<file path="src/rtl/pwm_cmp_pkg.sv">
package pwm_cmp_pkg;

    typedef enum logic [1:0] {
        WK_OFF  = 2'd0,
        WK_FAST = 2'd1,
        WK_DUAL = 2'd2
    } wave_kind_e;

    typedef enum logic [1:0] {
        OM_OFF    = 2'b00,
        OM_TOGGLE = 2'b01,
        OM_NONINV = 2'b10,
        OM_INV    = 2'b11
    } out_mode_e;

    typedef struct packed {
        wave_kind_e kind;
        logic       top_from_reg;
    } wave_cfg_t;

    localparam logic [3:0] WM_DUAL_PF  = 4'd9;
    localparam logic [3:0] WM_DUAL_PC  = 4'd11;
    localparam logic [3:0] WM_FAST_REG = 4'd14;
    localparam logic [3:0] WM_FAST_CMP = 4'd15;

    function automatic wave_cfg_t decode_wave(input logic [3:0] sel);
        wave_cfg_t c;
        c.kind         = WK_OFF;
        c.top_from_reg = 1'b0;
        case (sel)
            WM_DUAL_PF, WM_DUAL_PC: c.kind = WK_DUAL;
            WM_FAST_REG: begin
                c.kind         = WK_FAST;
                c.top_from_reg = 1'b1;
            end
            WM_FAST_CMP: c.kind = WK_FAST;
            default: c.kind = WK_OFF;
        endcase
        return c;
    endfunction

    function automatic logic chan_owns_pin(input wave_kind_e k, input out_mode_e om,
                                           input logic toggle_ok);
        logic own;
        if (k == WK_OFF) begin
            own = 1'b0;
        end else begin
            case (om)
                OM_NONINV, OM_INV: own = 1'b1;
                OM_TOGGLE:         own = toggle_ok;
                default:           own = 1'b0;
            endcase
        end
        return own;
    endfunction

endpackage

</file>
<file path="src/rtl/pwm_wave_decode.sv">
module pwm_wave_decode
    import pwm_cmp_pkg::*;
#(
    parameter int CNT_W = 16
) (
    input  logic [3:0]       wave_mode,
    input  logic [CNT_W-1:0] cmp_a,
    input  logic [CNT_W-1:0] top_reg,
    output wave_cfg_t        cfg,
    output logic [CNT_W-1:0] top_val
);
    always_comb begin
        cfg     = decode_wave(wave_mode);
        top_val = cfg.top_from_reg ? top_reg : cmp_a;
    end
endmodule

</file>
<file path="src/rtl/pwm_slope_counter.sv">
module pwm_slope_counter
    import pwm_cmp_pkg::*;
#(
    parameter int CNT_W = 16
) (
    input  logic             clk,
    input  logic             rst,
    input  logic             tick,
    input  wave_cfg_t        cfg,
    input  logic [CNT_W-1:0] top_val,
    output logic [CNT_W-1:0] count,
    output logic             rising
);
    localparam logic [CNT_W-1:0] ONE  = {{(CNT_W-1){1'b0}}, 1'b1};
    localparam logic [CNT_W-1:0] ZERO = '0;

    logic [CNT_W-1:0] cnt_n;
    logic             rise_n;

    always_comb begin
        cnt_n  = count;
        rise_n = rising;
        case (cfg.kind)
            WK_FAST: begin
                rise_n = 1'b1;
                if (tick) begin
                    cnt_n = (count >= top_val) ? ZERO : count + ONE;
                end
            end
            WK_DUAL: begin
                if (tick) begin
                    if (rising) begin
                        if (count >= top_val) begin
                            rise_n = 1'b0;
                            cnt_n  = (count != ZERO) ? count - ONE : ZERO;
                        end else begin
                            cnt_n = count + ONE;
                        end
                    end else begin
                        if (count == ZERO) begin
                            rise_n = 1'b1;
                            cnt_n  = (top_val != ZERO) ? ONE : ZERO;
                        end else begin
                            cnt_n = count - ONE;
                        end
                    end
                end
            end
            default: begin
                cnt_n  = ZERO;
                rise_n = 1'b1;
            end
        endcase
    end

    always_ff @(posedge clk) begin
        if (rst) begin
            count  <= ZERO;
            rising <= 1'b1;
        end else begin
            count  <= cnt_n;
            rising <= rise_n;
        end
    end
endmodule

</file>
<file path="src/rtl/pwm_out_chan.sv">
module pwm_out_chan
    import pwm_cmp_pkg::*;
#(
    parameter int CNT_W     = 16,
    parameter bit TOGGLE_OK = 1'b1
) (
    input  logic             clk,
    input  logic             rst,
    input  logic             tick,
    input  wave_cfg_t        cfg,
    input  logic [1:0]       mode,
    input  logic [CNT_W-1:0] cmp,
    input  logic [CNT_W-1:0] top_val,
    input  logic [CNT_W-1:0] count,
    input  logic             rising,
    output logic             pin,
    output logic             drv
);
    out_mode_e om;
    logic      hit;
    logic      at_bottom;
    logic      top_clash;
    logic      pin_n;

    always_comb begin
        om        = out_mode_e'(mode);
        drv       = chan_owns_pin(cfg.kind, om, TOGGLE_OK);
        hit       = (count == cmp);
        at_bottom = (count == '0);
        top_clash = mode[1] && (cmp == top_val);
        pin_n     = pin;
        if (tick && drv) begin
            case (cfg.kind)
                WK_FAST: begin
                    // bottom first, a match in the same tick overrides it
                    if (mode[1] && at_bottom) pin_n = ~mode[0];
                    if (hit && !top_clash) begin
                        pin_n = (om == OM_TOGGLE) ? ~pin : mode[0];
                    end
                end
                WK_DUAL: begin
                    if (hit) begin
                        if (om == OM_TOGGLE) pin_n = ~pin;
                        else                 pin_n = rising ? mode[0] : ~mode[0];
                    end
                end
                default: pin_n = pin;
            endcase
        end
    end

    always_ff @(posedge clk) begin
        if (rst) pin <= 1'b0;
        else     pin <= pin_n;
    end
endmodule

</file>
<file path="src/rtl/pwm_cmp_unit.sv">
module pwm_cmp_unit
    import pwm_cmp_pkg::*;
#(
    parameter int CNT_W = 16
) (
    input  logic             clk,
    input  logic             rst,
    input  logic             tick,
    input  logic [3:0]       wave_mode,
    input  logic [1:0]       mode_a,
    input  logic [1:0]       mode_b,
    input  logic [CNT_W-1:0] cmp_a,
    input  logic [CNT_W-1:0] cmp_b,
    input  logic [CNT_W-1:0] top_reg,
    output logic             pin_a,
    output logic             pin_b,
    output logic             drv_a,
    output logic             drv_b,
    output logic [CNT_W-1:0] count
);
    localparam int NCH = 2;

    wave_cfg_t        cfg;
    logic [CNT_W-1:0] top_val;
    logic             rising;

    logic [NCH-1:0][1:0]       ch_mode;
    logic [NCH-1:0][CNT_W-1:0] ch_cmp;
    logic [NCH-1:0]            ch_pin;
    logic [NCH-1:0]            ch_drv;

    assign ch_mode = {mode_b, mode_a};
    assign ch_cmp  = {cmp_b, cmp_a};

    pwm_wave_decode #(.CNT_W(CNT_W)) u_decode (
        .wave_mode (wave_mode),
        .cmp_a     (cmp_a),
        .top_reg   (top_reg),
        .cfg       (cfg),
        .top_val   (top_val)
    );

    pwm_slope_counter #(.CNT_W(CNT_W)) u_counter (
        .clk     (clk),
        .rst     (rst),
        .tick    (tick),
        .cfg     (cfg),
        .top_val (top_val),
        .count   (count),
        .rising  (rising)
    );

    for (genvar i = 0; i < NCH; i++) begin : g_chan
        pwm_out_chan #(
            .CNT_W     (CNT_W),
            .TOGGLE_OK (i == 0)
        ) u_chan (
            .clk     (clk),
            .rst     (rst),
            .tick    (tick),
            .cfg     (cfg),
            .mode    (ch_mode[i]),
            .cmp     (ch_cmp[i]),
            .top_val (top_val),
            .count   (count),
            .rising  (rising),
            .pin     (ch_pin[i]),
            .drv     (ch_drv[i])
        );
    end

    assign pin_a = ch_pin[0];
    assign pin_b = ch_pin[1];
    assign drv_a = ch_drv[0];
    assign drv_b = ch_drv[1];
endmodule

</file>
<file path="config.mk">
export PLATFORM = sky130hd
export DESIGN_NAME = pwm_cmp_unit
export DESIGN_NICKNAME = d
export VERILOG_FILES = /design/src/rtl/pwm_cmp_pkg.sv /design/src/rtl/pwm_wave_decode.sv /design/src/rtl/pwm_slope_counter.sv /design/src/rtl/pwm_out_chan.sv /design/src/rtl/pwm_cmp_unit.sv
export SDC_FILE = /design/constraint.sdc
export NUM_CORES = 1
export LEC_CHECK = 0
export ABC_AREA = 1
export ABC_CLOCK_PERIOD_IN_PS = 3400
export BUFFER_PORTS_ARGS = -buffer_cell sky130_fd_sc_hd__buf_4
export CAP_MARGIN = 20
export CORE_AREA = 2 2 97 99
export DETAILED_ROUTE_END_ITERATION = 10
export DIE_AREA = 0 0 99 101
export GPL_TIMING_DRIVEN = 1
export PLACE_DENSITY_LB_ADDON = 0.08
export RECOVER_POWER = 50
export SLEW_MARGIN = 20
export SYNTH_ARGS = -nofsm -noshare
export SYNTH_HDL_FRONTEND = slang
export SYNTH_SLANG_ARGS = --single-unit
</file>
<file path="constraint.sdc">
create_clock -name clk -period 3.4 [get_ports clk]
set_input_delay 0.34 -clock clk [delete_from_list [all_inputs] [get_ports clk]]
set_output_delay 0.34 -clock clk [all_outputs]
set_load 0.005 [all_outputs]
</file>
After elaboration in Yosys (flattened, before gate mapping):

Index checks and enable logic that the tools add are counted.

* bits of input ports: 59
* logic and storage cells: 90
* flip-flop bits (word level): 19
* output and inout port bits: 20

* magnitude comparators: 1
* reduce and logical (&&, ||, !) cells: 23
* equality and inequality tests: 22
* multiplexer cells: 33
* bitwise gates (word level): 5
* add/sub/neg operators: 2

Operator list (count)
* $mux W16: 8
* $eq A16 B16 Y1: 4
* $pmux W16 S2: 1
* $reduce_bool A16 Y1: 2
* $mux W1: 21
* $add A16 B1 Y16 const B: 1
* $eq A4 B4 Y1 const B: 4
* $ge A16 B16 Y1: 1
* $logic_not A16 Y1: 1
* $sub A16 B1 Y16 const B: 1
* $eq A2 B2 Y1 const B: 5
* $logic_and A1 B1 Y1: 8
* $reduce_and A4 Y1: 2
* $reduce_or A2 Y1: 4
* $eq A2 B1 Y1 const B: 3
* $ne A3 B1 Y1 const B: 2
* $not A1 Y1: 5
* $ne A2 B1 Y1 const B: 2
* $ne A2 B2 Y1 const B: 2
* $pmux W1 S2: 2
* $pmux W2 S2: 1
* $reduce_or A3 Y1: 1
* $logic_not A1 Y1: 2
* $logic_not A2 Y1: 1
* 2 further kinds: 2

Logic depth before layout (Yosys ltp):

* word-level depth: 9
* depth in mapped cells: 26
* mapped depth without buffers: 25

Modules after synthesis:

A second synthesis with hierarchy kept.

* cells, all modules: 842
* area, all modules: 4406.7 um^2

By module, submodules not included
* pwm_slope_counter: area each 2353.5 um^2, times used 1, cells each 373
* pwm_out_chan (g_chan[1].u_chan): area each 903.4 um^2, times used 1, cells each 208
* pwm_out_chan (g_chan[0].u_chan): area each 874.6 um^2, times used 1, cells each 201
* pwm_wave_decode: area each 275.3 um^2, times used 1, cells each 60

Worst setup path after synthesis:

No wires, ideal clock.

* path kind: input to register
* start: input wave_mode[1]
* end: register u_counter.count[4]
* data required time: 3.267 ns
* library setup time: 0.133 ns
* path buffers: 2
* arrival time: 2.594 ns
* setup slack: 0.673 ns
* stages on the path: 17
* cell sequence: inv_2 nor2_4 nand2_4 buf_6 o21ai_2 inv_2 ha_1 a21oi_1 o21a_1 nor2_1 nor2_1 clkbuf_1 nand4_1 nand3_1 nand2_1 nand2_1 a21oi_2

* cells in the longest elaborated chain, start to end: 8
* elaborated cells between the ends (all ways): 21
* those cells by class: order compare: 1; eq/ne: 8; mux: 9; reduce/logical: 3

RTL lines
* from (decl): RTL line pwm_cmp_unit.sv:9 `input logic [3:0] wave_mode,`
* $eq A4 B4 Y1: RTL line pwm_cmp_pkg.sv:30 `case (sel)`
* $mux W1: RTL line pwm_cmp_pkg.sv:30
* $mux W16: RTL line pwm_wave_decode.sv:14 `top_val = cfg.top_from_reg ? top_reg : cmp_a;`
* $ge A16 B16 Y1: RTL line pwm_slope_counter.sv:27, pwm_slope_counter.sv:33
* $mux W16: RTL line pwm_slope_counter.sv:33 `if (count >= top_val) begin`
* $mux W16: RTL line pwm_slope_counter.sv:32 `if (rising) begin`
* $mux W16: RTL line pwm_slope_counter.sv:31 `if (tick) begin`
* $pmux W16 S2: RTL line pwm_slope_counter.sv:23 `case (cfg.kind)`
* to (signal assigned): RTL line pwm_slope_counter.sv:61 `count <= cnt_n;`
* to (decl): RTL line pwm_slope_counter.sv:11 `output logic [CNT_W-1:0] count,`

Parallel ways exist; a longest one is shown, timed or not. The select of a mux whose other input is x is not followed.
A chain may end at the register's enable or synchronous reset.

Final worst setup path:

* start: input wave_mode[0]
* end: register u_counter.rising

* cells in the longest elaborated chain, start to end: 6
* elaborated cells between the ends (all ways): 15
* those cells by class: order compare: 1; eq/ne: 5; mux: 5; bitwise: 1; reduce/logical: 3

RTL lines
* $eq A4 B4 Y1: RTL line pwm_cmp_pkg.sv:30
* $mux W1, or another cell as far along: RTL line pwm_cmp_pkg.sv:30
* $mux W16 or $pmux W2 S2 (tied branches): RTL line pwm_wave_decode.sv:14, pwm_cmp_pkg.sv:30
* $ge A16 B16 Y1 or $eq A2 B2 Y1 (tied branches): RTL line pwm_slope_counter.sv:33, pwm_slope_counter.sv:23
* $mux W1 or $not A1 Y1 (tied branches)
* $mux W1 or $reduce_or A2 Y1 (tied branches)
* to (signal assigned): RTL line pwm_slope_counter.sv:62 `rising <= rise_n;`
* to (decl): RTL line pwm_slope_counter.sv:12 `output logic rising`

Parallel ways exist; a longest one is shown, timed or not.

==> metrics.cfg <==
[synthesis]
synth_edf_count=0
ys_seq_area_share_pct=9.678
synthCells=710
synth_seq_cells=19
syn_area_um2=3930
post_synth.cell_area_avg_um2=5.535
netlist.area_leader.share_pct=21.11
ys_warn_count=0
yosys-top-cells-area=nand2_1 21%, dfxtp_1 9.7%, inv_1 7.8%, nand3_1 7.6%, nor2_1 6.7%
async_flop_share_pct=0
synthDistinctLibCells=42
yosysMostFrequentCell=nand2_1
syn-num-nets=789
yosys-top-cells-count=221 x nand2_1, 82 x inv_1, 70 x nor2_1
synth_largest_area_cell=nand2_1
ys_dominant_reg_cell=dfxtp_1

[sta]
grt_setup_unrepaired=no
period_share_pct=88.08
slew-limit-headroom_pct=45.88
tns_ns=0
hold_viol=0
final-setup-viol-count=0
fin_crit_ns=2.995
skew_ns=0.005796
tightestPinTransition_ns=0.8107
finalMaxSlewViolations=0
fmax_mhz=333.9

[final_layout]
drive_gt1_share_pct=18.26
finalNetCount=852
final_core_util_pct=51.28
areaGrowthSynthToFinish_pct=17.13
nFillCells=963
antennaDiodeCount=0

[floorplan]
start_util_pct=43.78
dieArea_um2=9999
die_w_um=99
core-area_um2=8977
die_h_um=101
rows=35
num_io_pins=79

[worst_setup_path]
worstPathRequired_ns=3.54
crit_fanout=19
r2r_end=u_counter.count[4]
cp-start-kind=input port
worstRegToRegCells=13
crit_chain=buf_4, nor2_4, nand2_4, inv_2, nand2_1, nand2_1, inv_1, ha_1, nand4_1, nor3_1, nand2_4, nand3_4, inv_1, o21ai_0, o2111ai_1
slowest_stage=nor3_1
cp.arrival_ns=3.14
end_kind=flip-flop
max_stage_delay_ns=0.40
regToRegSetupSlack_ns=0.75
crit_type=in -> reg
r2r-start=u_counter.count[0]

[drt]
wl_um=13290
vias=4711
drc=0
ant_nets=0
viasPerCell=5.335
drt-wirelength-per-cell_um=15.05
drt_iter0_markers=335
firstDrtPassIters=5

[hold_path]
hold_end=u_counter.rising
hp-start=tick
min_path_cells=2
hp-class=in -> reg

[clock_tree]
cts_setup_buffers=0
insertion_delay_ns=0.27
cts_num_sinks=19
cts.clk_slew.worst_paths_ns=0.08
cts_tree=built
clockBufferDepth=2
hold_buffers=0
cts_root_buf=clkbuf_8
htree_levels=1
cts_resized=0
cts_buffers=3

[pwr]
p_int_mw=0.4208
leakage_nw=2.432
power_switching_mw=0.2487
power_density_nw_per_um2=145.4
vdd_drop_max_v=0.0001329
seqPwrFrac_pct=33.6
power_switching_share_pct=37.14
pwr-share-comb_pct=41.1
pwr-share-clk_pct=25.3

[global_routing]
antenna_found_initial=0
grt_pass1_vias=4510
grt_max_degree=23
grt_usage_pct=27.24
grt_overflow_total=0
grt_pass1_wl_um=22220

[flow_run]
cap_violations=0

[placement]
hpwl_um=10460
place_congestion=0.8988
io_buffers=78

[outcome]
status=complete, no violations

==> sequential cells by signal (all words and copies together), names as in the netlist <==
| name | cells |
|---|---|
| g_chan.u_chan.pin | 2 |
| u_counter.count | 16 |
| u_counter.rising | 1 |
==> per-layer routing <==
| layer | vias to the layer above | share of wire (%) | track usage, % |
|---|---|---|---|
| met2 | 167 | 46 | 47.30 |
| met5 | - | 0 | 0 |
| met1 | 2121 | 46 | 37.02 |
| li1 | 2404 | - | - |
| met3 | 19 | 6.4 | 1.318 |
| met4 | 0 | 1.9 | 6.849 |
==> through the flow <==
stage | cell area [µm²] | instances | setup WS (ns) | power, mW | hold slack, ns
finish | 4603 | 883 | 0.4051 | 0.6695 | 0.3282
global route | 4603 | 883 | 0.001214 | 0.7183 | 0.3444
CTS | 4626 | 883 | 0.3441 | 0.6759 | 0.3280
detailed placement | 4581 | 879 | 0.08425 | 0.5033 | 0.5333
global placement | 4581 | 879 | 0.09924 | 0.5002 | 0.5242
floorplan | 3930 | 710 | 0.6727 | 0.3865 | 0.4785
==> worst max-delay path, delay by kind of cell <==
kind                       cells  cell delay (ns)
and+or+nand+nor                8             1.62
AOI/OAI and AO/OA              2             0.31
buffers and inverters          4             0.58
adders and majority gates      1             0.28
==> layout make-up <==
type | count | area [µm²] | share of cell area (%)
Inverter | 92 | 345.3 | 7.502
Tap cell | 111 | 138.9 | 3.017
Timing Repair Buffer | 89 | 658.1 | 14.30
Multi-Input combinational cell | 568 | 3035 | 65.94
Clock buffer | 4 | 45.04 | 0.9785
Sequential cell | 19 | 380.4 | 8.263
==> how the worst max path moves through the flow <==
| stage | start | to | slack, ns | cells after the start |
|---|---|---|---|---|
| 2_1_floorplan | wave_mode[1] | u_counter.count[4] | 0.67 | 17 |
| 3_3_place_gp | wave_mode[0] | u_counter.rising | 0.1 | 15 |
| 3_5_place_dp | wave_mode[0] | u_counter.rising | 0.08 | 15 |
| 4_1_cts | wave_mode[0] | u_counter.rising | 0.34 | 15 |
| 5_1_grt | wave_mode[0] | u_counter.rising | 0.001 | 15 |
| 6_report | wave_mode[0] | u_counter.rising | 0.41 | 15 |
==> logic make-up (layout without fill, tap and decap cells) <==
family,Yosys count,in the layout,synth area share [%]
buffers and inverters,123,185,13.09
AOI/OAI and AO/OA,73,73,11.17
xor gates and xnor gates,42,42,9.360
adders and majority gates,20,20,6.367
and+or+nand+nor,433,433,50.33
DFF,19,19,9.678
==> cell usage in the layout (no fill, tap or decap), drive strengths merged <==
cell type and count:
a21boi 2, a21oi 36, a31oi 1, and2 1
buf 70, clkbuf 23, dfxtp 19, ha 20
inv 92, nand2 237, nand3 67, nand3b 6
nand4 31, nor2 75, nor3 10, nor4 3
o2111ai 1, o211ai 2, o21a 2, o21ai 26
o31a 1, o31ai 2, or2 3, xnor2 12
xor2 30
==> power groups by stage <==
stage / combinational (mW) / clock [mW] / sequential, mW
6_report: 0.275 / 0.170 / 0.225
3_5_place_dp: 0.273 / 0 / 0.230
2_1_floorplan: 0.158 / 0 / 0.229
4_1_cts: 0.275 / 0.177 / 0.225
3_3_place_gp: 0.270 / 0 / 0.230
5_1_grt: 0.309 / 0.185 / 0.225
Power figures use the tool's default switching activity.
